`src/rtl/ledr_oc_pkg.sv`:
```
package ledr_oc_pkg;

    typedef enum logic {
        PH_EVEN = 1'b0,
        PH_ODD  = 1'b1
    } ledr_phase_e;

    // {true, false} rail code of one dual-rail bit
    typedef enum logic [1:0] {
        DR_SPACER = 2'b00,
        DR_ZERO   = 2'b01,
        DR_ONE    = 2'b10,
        DR_BAD    = 2'b11
    } dr_code_e;

    typedef struct packed {
        logic t;
        logic f;
    } dr_pair_t;

    typedef struct packed {
        logic d;
        logic p;
    } ledr_wire_t;

    function automatic dr_code_e dr_classify(dr_pair_t pr);
        return dr_code_e'({pr.t, pr.f});
    endfunction

    function automatic logic ledr_parity(logic d, ledr_phase_e ph);
        return d ^ logic'(ph);
    endfunction

endpackage

```
`src/rtl/ledr_phase_hold.sv`:
```
module ledr_phase_hold
    import ledr_oc_pkg::*;
(
    input  logic        clk,
    input  logic        rst,
    input  logic        fn_done,
    input  logic        ph_next,
    output ledr_phase_e ph_use
);
    ledr_phase_e held_q;

    // open while return-to-zero has finished, closed while evaluated
    assign ph_use = fn_done ? held_q : ledr_phase_e'(ph_next);

    always_ff @(posedge clk) begin
        if (rst) held_q <= PH_EVEN;
        else     held_q <= ph_use;
    end
endmodule

```
`src/rtl/ledr_bit_cell.sv`:
```
module ledr_bit_cell
    import ledr_oc_pkg::*;
(
    input  logic        clk,
    input  logic        rst,
    input  dr_pair_t    rails,
    input  ledr_phase_e ph_use,
    output ledr_wire_t  wire_q
);
    ledr_wire_t wire_n;

    always_comb begin
        wire_n = wire_q;
        case (dr_classify(rails))
            DR_ONE: begin
                wire_n.d = 1'b1;
                wire_n.p = ledr_parity(1'b1, ph_use);
            end
            DR_ZERO: begin
                wire_n.d = 1'b0;
                wire_n.p = ledr_parity(1'b0, ph_use);
            end
            default: wire_n = wire_q;
        endcase
    end

    always_ff @(posedge clk) begin
        if (rst) wire_q <= '0;
        else     wire_q <= wire_n;
    end
endmodule

```
`src/rtl/ledr_cd_tree.sv`:
```
module ledr_cd_tree #(
    parameter int W = 8
) (
    input  logic         clk,
    input  logic         rst,
    input  logic [W-1:0] bit_phase,
    output logic         done
);
    localparam int LEVELS = (W > 1) ? $clog2(W) : 1;
    localparam int LEAVES = 1 << LEVELS;

    logic [2*LEAVES-1:1] one_n;
    logic [2*LEAVES-1:1] zero_n;

    genvar j;
    generate
        for (j = 0; j < LEAVES; j++) begin : g_leaf
            if (j < W) begin : g_real
                assign one_n[LEAVES+j]  = bit_phase[j];
                assign zero_n[LEAVES+j] = ~bit_phase[j];
            end else begin : g_pad
                assign one_n[LEAVES+j]  = bit_phase[0];
                assign zero_n[LEAVES+j] = ~bit_phase[0];
            end
        end
        for (j = 1; j < LEAVES; j++) begin : g_node
            assign one_n[j]  = one_n[2*j]  & one_n[2*j+1];
            assign zero_n[j] = zero_n[2*j] & zero_n[2*j+1];
        end
    endgenerate

    // C-element state at the root: move only when all inputs agree
    always_ff @(posedge clk) begin
        if (rst)            done <= 1'b0;
        else if (one_n[1])  done <= 1'b1;
        else if (zero_n[1]) done <= 1'b0;
    end
endmodule

```
`src/rtl/dr_ledr_outconv.sv`:
```
module dr_ledr_outconv
    import ledr_oc_pkg::*;
#(
    parameter int W = 8
) (
    input  logic         clk,
    input  logic         rst,
    input  logic [W-1:0] rail_t,
    input  logic [W-1:0] rail_f,
    input  logic         fn_done,
    input  logic         ph_next,
    output logic [W-1:0] ledr_d,
    output logic [W-1:0] ledr_p,
    output logic         ledr_done
);
    ledr_phase_e    ph_use;
    ledr_wire_t     wires [W];
    logic [W-1:0]   bit_phase;

    ledr_phase_hold u_hold (
        .clk     (clk),
        .rst     (rst),
        .fn_done (fn_done),
        .ph_next (ph_next),
        .ph_use  (ph_use)
    );

    genvar i;
    generate
        for (i = 0; i < W; i++) begin : g_bit
            dr_pair_t pr;
            assign pr = '{t: rail_t[i], f: rail_f[i]};
            ledr_bit_cell u_cell (
                .clk    (clk),
                .rst    (rst),
                .rails  (pr),
                .ph_use (ph_use),
                .wire_q (wires[i])
            );
            assign ledr_d[i]    = wires[i].d;
            assign ledr_p[i]    = wires[i].p;
            assign bit_phase[i] = wires[i].d ^ wires[i].p;
        end
    endgenerate

    ledr_cd_tree #(.W(W)) u_cd (
        .clk       (clk),
        .rst       (rst),
        .bit_phase (bit_phase),
        .done      (ledr_done)
    );
endmodule

```
`config.mk`:
```
export PLATFORM = sky130hd
export DESIGN_NAME = dr_ledr_outconv
export DESIGN_NICKNAME = d
export VERILOG_FILES = /design/src/rtl/ledr_oc_pkg.sv /design/src/rtl/ledr_phase_hold.sv /design/src/rtl/ledr_bit_cell.sv /design/src/rtl/ledr_cd_tree.sv /design/src/rtl/dr_ledr_outconv.sv
export SDC_FILE = /design/constraint.sdc
export NUM_CORES = 1
export LEC_CHECK = 0
export BUFFER_PORTS_ARGS = -buffer_cell sky130_fd_sc_hd__buf_4
export CORE_MARGIN = 4
export CORE_UTILIZATION = 43
export DETAILED_ROUTE_END_ITERATION = 10
export HOLD_SLACK_MARGIN = 0.05
export PLACE_DENSITY = 0.75
export SLEW_MARGIN = 20
export SYNTH_ARGS = -nofsm -noshare
export SYNTH_HDL_FRONTEND = slang
export SYNTH_HIERARCHICAL = 1
export SYNTH_SLANG_ARGS = --single-unit
```
`constraint.sdc`:
```
create_clock -name clk -period 1.1 [get_ports clk]
set_clock_uncertainty 0.05 [all_clocks]
set_input_delay 0.11 -clock clk [delete_from_list [all_inputs] [get_ports clk]]
set_output_delay 0.11 -clock clk [all_outputs]
set_load 0.01 [all_outputs]
```
=== Word-level counts from Yosys, hierarchy flattened ===
Cells that the tools add are included.

* Output and inout port bits: 17
* ROM bits: 0
* Memories: 0
* Bits of input ports: 20
* Register bits after elaboration: 18
* Word-level logic and storage cells: 85
* Bits in writable memories: 0
* Bits in latches: 0

* Mux-type cells: 11
* Bitwise logic cells: 31
* Order comparisons: 0
* $add $sub $neg: 0
* Shift operators: 0
* Div/mod/pow operators: 0
* Multiply operators: 0
* Equal/unequal tests: 16
* Reduce and logical (&&, ||, !) cells: 9

{| class="wikitable"
|+ Operator list
! cell !! count
|-
| 2-bit one-hot mux with 2 select lines || 8
|-
| 2-bit nonzero test || 9
|-
| 2-bit by 1-bit equality test with 1-bit output, second input constant || 8
|-
| 2-bit equality test, second input constant || 8
|-
| 1-bit bitwise AND || 14
|-
| 1-bit inverter || 9
|-
| 1-bit bitwise XOR || 8
|-
| 1-bit two-way mux || 3
|}

=== Longest topological paths before layout ===
Gate-level depths: netlist of run 1.

* Word-level depth: 7
* Depth in mapped cells: 4
* Gate-level depth less buffers: 4

=== Modules after synthesis ===
The synthesis of run 1 kept the hierarchy.

{| class="wikitable"
|+ Modules (own cells, without submodules)
! module !! cells an instance !! area each (um2) !! times used !! sequential area each (um2)
|-
| ledr_bit_cell || 10 || 98.8 || 8 || 40.0
|-
| ledr_cd_tree || 9 || 83.8 || 1 || 20.0
|-
| dr_ledr_outconv || 8 || 70.1 || 1 || 0.0
|-
| ledr_phase_hold || 3 || 48.8 || 1 || 20.0
|}

=== Worst setup path before layout of run 1 ===
OpenSTA, ideal clock, no wires.

* Kind: reg2reg
* From: register g_bit[1].u_cell/wire_q[0] in the netlist's numbering
* To: register u_cd.done
* Clock period less this slack: 1.122 ns
* Setup time: 0.116 ns
* Setup slack: -0.022 ns
* Buffers on the path: 0
* Arrival: 0.956 ns
* Cell stages (with the launch flop): 5
* Required time: 0.934 ns
* Cells stage by stage: dfxtp_1 -> xor2_1 -> nor4_2 -> nand2_1 -> o211a_1

* Cells in the longest elaborated chain, start to end: 6
* Elaborated cells on any way between the ends: 10
* Classes of those cells: mux (1); bitwise (8); reduce/logical (1)

{| class="wikitable"
|+ Ends and longest elaborated chain
! item !! RTL line !! text
|-
| from (decl) || ledr_bit_cell.sv:8 || <nowiki>output ledr_wire_t wire_q</nowiki>
|-
| from (signal assigned) || ledr_bit_cell.sv:29 || <nowiki>else wire_q <= wire_n;</nowiki>
|-
| 1-bit bitwise XOR * || dr_ledr_outconv.sv:42 || <nowiki>assign bit_phase[i] = wires[i].d ^ wires[i].p;</nowiki>
|-
| via bit_phase[1] || dr_ledr_outconv.sv:18 || <nowiki>logic [W-1:0] bit_phase;</nowiki>
|-
| 1-bit inverter || ledr_cd_tree.sv:20 || <nowiki>assign zero_n[LEAVES+j] = ~bit_phase[j];</nowiki>
|-
| 1-bit bitwise AND (3 in a row) || ledr_cd_tree.sv:28 || <nowiki>assign zero_n[j] = zero_n[2*j] & zero_n[2*j+1];</nowiki>
|-
| 2-bit nonzero test (no line) || -- ||
|-
| to (signal assigned) || ledr_cd_tree.sv:34 || <nowiki>if (rst) done <= 1'b0;</nowiki>
|-
| to (signal assigned) || ledr_cd_tree.sv:35 || <nowiki>else if (one_n[1]) done <= 1'b1;</nowiki>
|-
| to (signal assigned) || ledr_cd_tree.sv:36 || <nowiki>else if (zero_n[1]) done <= 1'b0;</nowiki>
|-
| to (decl) || ledr_cd_tree.sv:7 || <nowiki>output logic done</nowiki>
|}

The timed path passes the listed nets; every way through them passes the cells marked *.
A chain may end at the register's enable or synchronous reset.

=== Final worst setup path of run 1 ===
* From: register g_bit[4].u_cell/wire_q[0] in the netlist's numbering
* To: register u_cd.done

* Cells in the longest elaborated chain, start to end: 6
* Elaborated cells on any way between the ends: 10
* Classes of those cells: mux (1); bitwise (8); reduce/logical (1)

{| class="wikitable"
|+ Ends and longest elaborated chain
! item !! RTL line
|-
| from (decl) || ledr_bit_cell.sv:8
|-
| from (signal assigned) || ledr_bit_cell.sv:29
|-
| 1-bit bitwise XOR * || dr_ledr_outconv.sv:42
|-
| via bit_phase[4] || dr_ledr_outconv.sv:18
|-
| 1-bit inverter || ledr_cd_tree.sv:20
|-
| 1-bit bitwise AND (3 in a row) || ledr_cd_tree.sv:28
|-
| 2-bit nonzero test (no line) || --
|}

Marked as above.

==> impl_metrics.json, run 1 <==
{
  "slew_headroom_pct": 78.57,
  "area_delta_synth_final_pct": 53.15,
  "drv_slew": 0,
  "synth_top_family_by_area": "simple AND/OR/NAND/NOR gates",
  "hold_class": "input port to flop",
  "ys.warnings.count": 6,
  "worstMarginPinSlew_ns": 0.3215,
  "cellLeakagePower_uw": 0.0007571,
  "netlist_area_sq_um": 993.5,
  "r2r_setup_slack_ns": -0.08,
  "fillCellCount": 184,
  "maxCapViolCount": 0,
  "cp_max_fo": 2,
  "boundaryPins": 37,
  "fp.dieW_microns": 56.07,
  "post-route-min-period_ns": 1.178,
  "numCtsBuffers": 3,
  "violations": "setup timing",
  "cts_tree": "built",
  "wire_per_inst_microns": 12.85,
  "max_freq_mhz": 848.8,
  "cts_sinks": 18,
  "via_per_inst": 4.940,
  "syn_nets": 128,
  "antenna_found_initial": 0,
  "avgSynthCellArea_sq_um": 9.935,
  "min-delay-start": "rail_f[0]",
  "fp.dieH_microns": 56.07,
  "synth_mux_area_share_pct": 1.511,
  "arrival_ns": 1.32,
  "cts_buffer_depth": 2,
  "status": "complete, but fails checks",
  "multiInputGateArea_sq_um": 644.4,
  "synth_cells": 100,
  "r2r_start": "g_bit[4].u_cell/wire_q[0]",
  "synthSimpleGateAreaFrac_pct": 19.90,
  "htreeDepth": 1,
  "synth_top_area_cell": "dfxtp_1",
  "whs_ns": 0.1292,
  "yosysSeqAreaShare_pct": 36.27,
  "regArea_sq_um": 376.6,
  "start_kind": "flop",
  "period_share_pct": 107.1,
  "clkLatencyLatePin_ns": 0.29,
  "hpwl_microns": 1760,
  "ir_worst_vdd_v": 0.0007062,
  "drtPass1Iterations": 4,
  "drc_errors": 0,
  "crit_path_end_kind": "flop",
  "setup_viol": 5,
  "layout.nets": 186,
  "synth_compound_area_share_pct": 14.74,
  "grt-ovfl-total": 0,
  "synthXorXnorAreaFrac_pct": 14.11,
  "dpl.cell_count": 180,
  "hold_viol_final": 0,
  "dieArea_sq_mm": 0.003143,
  "synth.distinct_cells": 16,
  "synth_fa_ha_area_share_pct": 10.08,
  "routed_wirelength_microns": 2365,
  "dp_slack_ns": -0.04607,
  "drt_iter0_markers": 10,
  "diodes": 0,
  "synth_seq_cells": 18,
  "grt_max_degree": 28,
  "grt_pass1_wl_microns": 3843,
  "ctsHoldBuffers": 0,
  "fin_cells": 184,
  "core_area_sq_mm": 0.002212,
  "start_util_pct": 44.91,
  "path_clk_slew_ns": 0.10,
  "final_antenna_net_count": 0,
  "gp_congestion": 0.7235,
  "final_layout_size_suffix_gt1_share_pct": 54.49,
  "p_per_area_mw_per_mm2": 1132,
  "synth_area_leaders": "dfxtp_1 36%, xor2_1 14%, ha_1 10%",
  "vias": 909,
  "placed_area_sq_mm": 0.001424,
  "hold_path_depth": 3,
  "hold_end": "g_bit[0].u_cell/wire_q[0]",
  "reg2regPathDepth": 4,
  "fin_ws_ns": -0.07817,
  "postCtsSetupRepairBufs": 0,
  "synth_top_area_share_pct": 36.27,
  "global_route.usage.total_pct": 15.38,
  "placementRows": 17,
  "finalInstanceArea_sq_mm": 0.001521,
  "port_buffers": 36,
  "critical_path_class": "flop to flop",
  "required_ns": 1.24,
  "rsz0062_at_grt": "true",
  "timing.rr.end": "u_cd/done",
  "grt_pass1_vias": 905,
  "cts.root.buffer_cell": "clkbuf_4"
}
per-layer routing:
layer / vias up / routed length (microns) / global-route usage, %
li1: 461 / - / -
met1: 431 / 983 / 16.71
met2: 17 / 1296 / 29.05
met3: 0 / 84 / 3.248
met4: 0 / 0 / 5.085
met5: - / 0 / 0
power breakdown:
part	switching [uW]	internal (uW)	leakage, uW	total (uW)
Clock	200	127	0.0000138	327
Sequential	53.4	726	0.000153	779
Combinational	271	345	0.000590	616
how the worst max path moves through the flow:
stage | startpoint | endpoint | slack (ns)
after floorplan | g_bit[1].u_cell/wire_q[0] | u_cd/done | 0.002
after global placement | g_bit[1].u_cell/wire_q[0] | u_cd/done | -0.0007
after detailed placement | u_hold/held_q | g_bit[3].u_cell/wire_q[0] | -0.05
after CTS | g_bit[1].u_cell/wire_q[0] | u_cd/done | -0.06
after global routing | u_hold/held_q | g_bit[2].u_cell/wire_q[0] | -0.12
final | g_bit[4].u_cell/wire_q[0] | u_cd/done | -0.08
flip-flops by register name, indices dropped and copies added, names as in the netlist:
name	cells
g_bit.u_cell/wire_q	16
u_cd/done	1
u_hold/held_q	1
synthesized netlist by cell type:
library cell,n
nor2b_4,1
nor4_2,2
o31ai_1,8
ha_1,8
inv_1,9
nand4_1,1
o211a_1,1
nand2_1,9
or2_1,8
nand4b_1,1
o22ai_1,1
mux2_4,1
nand3b_1,8
dfxtp_1,18
xor2_1,16
a21oi_2,8
layout make-up:
| class | count | area share (%) |
|---|---|---|
| Multi-Input combinational cell | 74 | 42.35 |
| Timing Repair Buffer | 52 | 26.89 |
| Sequential cell | 18 | 24.75 |
| Tap cell | 28 | 2.303 |
| Inverter | 9 | 2.220 |
| Clock buffer | 3 | 1.480 |
cell families after synthesis:
group | count (synthesis)
buf+inv | 9
xor+xnor | 16
flops | 18
compound gates | 18
mux | 1
fa+ha+maj | 8
simple gates | 30
critical path, cell delays in order (launching register included):
cell,delay [ns]
dfxtp_2,0.35
xor2_2,0.18
nor4_2,0.30
nand2_1,0.08
o211a_1,0.12
timing repair:
| action | CTS | global route |
|---|---|---|
| gates cloned | 1 | 0 |
| gates resized for setup | 1 | 18 |
| pin swaps | 0 | 2 |
| setup endpoints to repair | 9 | 15 |
placed cells by master, fill, tap and decap left out:
cell type	instances
a21oi_2	8
buf_4	47
buf_6	5
clkbuf_4	3
dfxtp_1	5
dfxtp_2	13
ha_1	8
inv_1	9
mux2_4	2
nand2_1	9
nand3b_1	8
nand4_1	1
nand4b_1	1
nor2b_4	1
nor4_2	2
o211a_1	1
o22ai_1	1
o31ai_1	8
or2_1	8
xor2_1	12
xor2_2	4
through the flow:
step / setup TNS [ns] / util, % / power (uW)
floorplan: 0 / - / 1064
global placement: -0.0006752 / 64.37 / 1339
detailed placement: -0.1111 / 64.37 / 1359
CTS: -0.1562 / 66.06 / 1704
global route: -0.6123 / 68.78 / 1838
finish: -0.1829 / 68.78 / 1722
Power figures use the tool's default switching activity.
==> run 2: changes to the inputs <==
CORE_MARGIN = 2   (was 4)
CORE_UTILIZATION = 35   (was 43)
PLACE_DENSITY = 0.63   (was 0.75)
==> run 2 against run 1 <==
The flow still finishes with violations (setup timing). Cell count rose by 1.6%. Global-route usage is 0.92 points lower. Design area fell by 0.33%.
==> impl_metrics.json, run 2 (synthesis results as in run 1) <==
{
  "layout_commonest_cell": "buf_4",
  "maxCapViolCount": 0,
  "grt_max_degree": 28,
  "numCtsBuffers": 3,
  "diodes": 0,
  "final_layout_size_suffix_gt1_share_pct": 56.41,
  "cp_max_fo": 5,
  "mostFrequentLayoutCells": "52 x buf_4, 15 x dfxtp_2, 11 x xor2_1",
  "via_per_inst": 4.759,
  "regMostFlops": "g_bit.u_cell/wire_q",
  "hold_class": "input port to flop",
  "fin_ws_ns": -0.05943,
  "multiInputGateArea_sq_um": 651.9,
  "required_ns": 1.26,
  "status": "complete, but fails checks",
  "largest_register_ffs": 16,
  "path_clk_slew_ns": 0.10,
  "dpl.cell_count": 183,
  "drv_slew": 0,
  "violations": "setup timing",
  "wire_per_inst_microns": 11.45,
  "hold_viol_final": 0,
  "layout.nets": 186,
  "drt_iter0_markers": 11,
  "final_antenna_net_count": 0,
  "grt_pass1_wl_microns": 3753,
  "antenna_found_initial": 0,
  "max_freq_mhz": 862.5,
  "vias": 890,
  "post-route-min-period_ns": 1.159,
  "grt-ovfl-total": 0,
  "fillCellCount": 252,
  "core_area_sq_mm": 0.002734,
  "cts.root.buffer_cell": "clkbuf_4",
  "worstMarginPinSlew_ns": 0.3050,
  "cts_tree": "built",
  "htreeDepth": 1,
  "area_delta_synth_final_pct": 52.64,
  "period_share_pct": 105.4,
  "grt_pass1_vias": 916,
  "arrival_ns": 1.32,
  "placementRows": 19,
  "dieArea_sq_mm": 0.003280,
  "gp_congestion": 0.6999,
  "drtPass1Iterations": 3,
  "rsz0062_at_grt": "true",
  "slew_headroom_pct": 79.66,
  "start_util_pct": 36.34,
  "fin_cells": 187,
  "p_per_area_mw_per_mm2": 1124,
  "clkLatencyLatePin_ns": 0.29,
  "final.setup.tns_ns": -0.09110,
  "cts_buffer_depth": 2,
  "port_buffers": 36,
  "hpwl_microns": 1683,
  "routed_wirelength_microns": 2141,
  "critical_path_class": "flop to flop",
  "global_route.usage.total_pct": 14.47,
  "cellLeakagePower_uw": 0.0007533,
  "crit_path_end_kind": "flop",
  "ctsHoldBuffers": 0,
  "regArea_sq_um": 379.1,
  "drc_errors": 0,
  "start_kind": "flop",
  "ir_worst_vdd_v": 0.0006821,
  "cts_sinks": 18,
  "fp.dieW_microns": 57.28,
  "biggestRegsByFlops": "g_bit.u_cell/wire_q: 16 flops, u_cd/done: 1 flops, u_hold/held_q: 1 flops",
  "setup_viol": 6,
  "fp.dieH_microns": 57.28,
  "boundaryPins": 37
}
## run 2: cell type report
type                            count  area share (%)
Multi-Input combinational cell     74           42.99
Timing Repair Buffer               52           25.74
Sequential cell                    18           25.00
Tap cell                           31           2.558
Inverter                            9           2.228
Clock buffer                        3           1.485
## run 2: critical path: stages, from the launching register on
cell	delay, ns
dfxtp_2	0.34
mux2_4	0.31
xor2_1	0.17
o31ai_1	0.22
## run 2: repair_timing
action                     in CTS  in global routing
setup endpoints to repair       9                 19
cloned                          1                  0
gates resized for setup         8                  9
pin swaps                       0                  2
setup buffers                   0                  0
## run 2: per-stage QoR
stage | util, % | total power, uW | hold WS (ns) | setup WS [ns] | cell area (sq um)
after detailed placement | 52.22 | 1360 | 0.4328 | -0.02429 | 1428
after floorplan | - | 1064 | 0.1151 | 0.002416 | 998.5
after CTS | 55.06 | 1716 | 0.1238 | -0.02674 | 1505
final | 55.47 | 1705 | 0.1262 | -0.05943 | 1516
after global routing | 55.47 | 1814 | 0.1274 | -0.1258 | 1516
after global placement | 52.22 | 1341 | 0.4304 | -0.009310 | 1428
## run 2: where the power goes
part	switching [uW]	leakage [uW]	total (uW)	internal, uW
registers	53.7	0.000154	781	727
clock network	196	0.0000138	323	127
logic	264	0.000586	601	337
## run 2: worst paths after layout
path	start	end	slack, ns	cells past startpoint
max	u_hold/held_q	g_bit[5].u_cell/wire_q[0]	-0.06	3
min	rst	g_bit[4].u_cell/wire_q[1]	0.13	2
max reg2reg	u_hold/held_q	g_bit[5].u_cell/wire_q[0]	-0.06	3
min reg2reg	u_cd/done	u_cd/done	0.50	1
## run 2: layer usage
metal  wire (microns)  global-route usage, %
met1              874                  16.53
met2             1171                  27.09
met3               68                  2.948
met4               27                  3.987
met5                0                      0
==> run 3: changes to the inputs <==
MAX_ROUTING_LAYER = met4   (was unset)
TNS_END_PERCENT = 10   (was unset)
==> run 3 against run 2 <==
The run still ends with setup timing left. Register-to-register slack gained 0.05 ns. Largest cell class unchanged. Highest routed layer unchanged. Worst setup slack gained 0.046 ns. Sequential cell count is the same. Worst hold slack is essentially flat. Cell count is the same. Non-clock buffer count is the same. Critical path depth grew 1. First-iteration DRC count is the same. Design area is essentially flat. Die area is the same. Combinational power is essentially flat. Via count is the same.
==> impl_metrics.json, run 3 (synthesis results as in run 1) <==
{
  "status": "complete, but fails checks",
  "violations": "setup timing",
  "min-delay-start": "rst",
  "rsz0062_at_grt": "true",
  "path_clk_slew_ns": 0.10,
  "p_per_area_mw_per_mm2": 1124,
  "hold_viol_final": 0,
  "drtPass1Iterations": 3,
  "hold_path_depth": 2,
  "start_kind": "flop",
  "via_per_inst": 4.759,
  "setup_viol": 6,
  "cellLeakagePower_uw": 0.0007538,
  "gp_congestion": 0.7075,
  "biggestRegsByFlops": "g_bit.u_cell/wire_q: 16 flops, u_cd/done: 1 flops, u_hold/held_q: 1 flops",
  "numCtsBuffers": 3,
  "drv_slew": 0,
  "cts.root.buffer_cell": "clkbuf_4",
  "placementRows": 19,
  "critical_path_class": "flop to flop",
  "wire_per_inst_microns": 11.44,
  "cts_buffer_depth": 2,
  "cts_tree": "built",
  "antenna_found_initial": 0,
  "grt_max_degree": 28,
  "ctsHoldBuffers": 0,
  "placed_area_sq_mm": 0.001428,
  "start_util_pct": 36.34,
  "worstMarginPinSlew_ns": 0.3053,
  "ir_worst_vdd_v": 0.0006842,
  "period_share_pct": 101.2,
  "port_buffers": 36,
  "routed_wirelength_microns": 2140,
  "crit_path_end_kind": "flop",
  "fp.dieH_microns": 57.28,
  "drt_iter0_markers": 11,
  "regMostFlops": "g_bit.u_cell/wire_q",
  "required_ns": 1.24,
  "post-route-min-period_ns": 1.114,
  "final_layout_size_suffix_gt1_share_pct": 57.05,
  "clkLatencyLatePin_ns": 0.29,
  "area_delta_synth_final_pct": 52.77,
  "reg2regPathDepth": 4,
  "cp_max_fo": 2,
  "boundaryPins": 37,
  "largest_register_ffs": 16,
  "fp.dieW_microns": 57.28,
  "arrival_ns": 1.26,
  "htreeDepth": 1,
  "dieArea_sq_mm": 0.003280,
  "finalInstanceArea_sq_mm": 0.001518,
  "final_antenna_net_count": 0,
  "hold_class": "input port to flop",
  "core_area_sq_mm": 0.002734,
  "global_route.usage.total_pct": 14.91,
  "grt_pass1_vias": 918,
  "drc_errors": 0,
  "vias": 890,
  "max_freq_mhz": 898.1,
  "grt_pass1_wl_microns": 3753,
  "maxCapViolCount": 0,
  "cts_sinks": 18,
  "dp_slack_ns": -0.02429,
  "r2r_start": "g_bit[1].u_cell/wire_q[0]",
  "diodes": 0,
  "hpwl_microns": 1683,
  "crit_start": "g_bit[1].u_cell/wire_q[0]",
  "layout.nets": 186,
  "grt-ovfl-total": 0,
  "slew_headroom_pct": 79.65,
  "fin_ws_ns": -0.01350,
  "mostFrequentLayoutCells": "52 x buf_4, 16 x dfxtp_2, 11 x xor2_1",
  "layout_commonest_cell": "buf_4"
}
==> run 3: cell counts in the layout (fill, tap and decap cells not counted) <==
No cell type changed its count.
==> run 3: layout make-up <==
| type | count | area [sq um] |
|---|---|---|
| clock buffer | 3 | 22.52 |
| inverter | 9 | 33.78 |
| fill | 251 | 1216 |
| timing repair buffer | 52 | 390.4 |
| multi-input combinational | 74 | 651.9 |
| tap | 31 | 38.79 |
| sequential | 18 | 380.4 |
==> run 3: metrics by stage <==
| step | hold slack (ns) | util (%) | setup TNS, ns | std cells | total power, uW |
|---|---|---|---|---|---|
| 3_5_place_dp | 0.4328 | 52.22 | -0.03389 | 183 | 1360 |
| 4_1_cts | 0.1238 | 55.06 | -0.04757 | 187 | 1716 |
| 2_1_floorplan | 0.1151 | - | 0 | 100 | 1064 |
| 6_report | 0.1260 | 55.51 | -0.03312 | 187 | 1706 |
| 5_1_grt | 0.1274 | 55.51 | -0.6016 | 187 | 1815 |
| 3_3_place_gp | 0.4304 | 52.22 | -0.009310 | 183 | 1341 |
==> run 3: routing by layer <==
metal | track usage [%] | vias up | routed length (microns)
li1 | - | 453 | -
met1 | 16.53 | 417 | 874
met2 | 27.09 | 18 | 1170
met3 | 2.948 | 2 | 68
met4 | 3.987 | 0 | 27
met5 | - | - | 0
==> run 3: final timing paths <==
check | end | slack (ns)
worst max register to register | u_cd/done | -0.01
worst min register to register | u_cd/done | 0.50
worst max-delay path | u_cd/done | -0.01
worst min-delay path | g_bit[4].u_cell/wire_q[1] | 0.13
==> run 3: repair_timing <==
action | 4_1_cts | 5_1_grt
resized for setup | 8 | 10
gates cloned | 1 | 0
endpoints found under the setup margin | 9 | 19
hold endpoints to repair | 0 | 0
buffers inserted | 0 | 0
==> run 3: power breakdown <==
| group | switching (uW) | internal (uW) |
|---|---|---|
| registers | 53.5 | 728 |
| logic | 264 | 337 |
| clock network | 197 | 127 |
==> run 3: critical path, stage by stage (launching register included) <==
cell	delay, ns
dfxtp_2	0.33
xor2_1	0.18
nor4_2	0.26
nand2_1	0.08
o211a_1	0.12
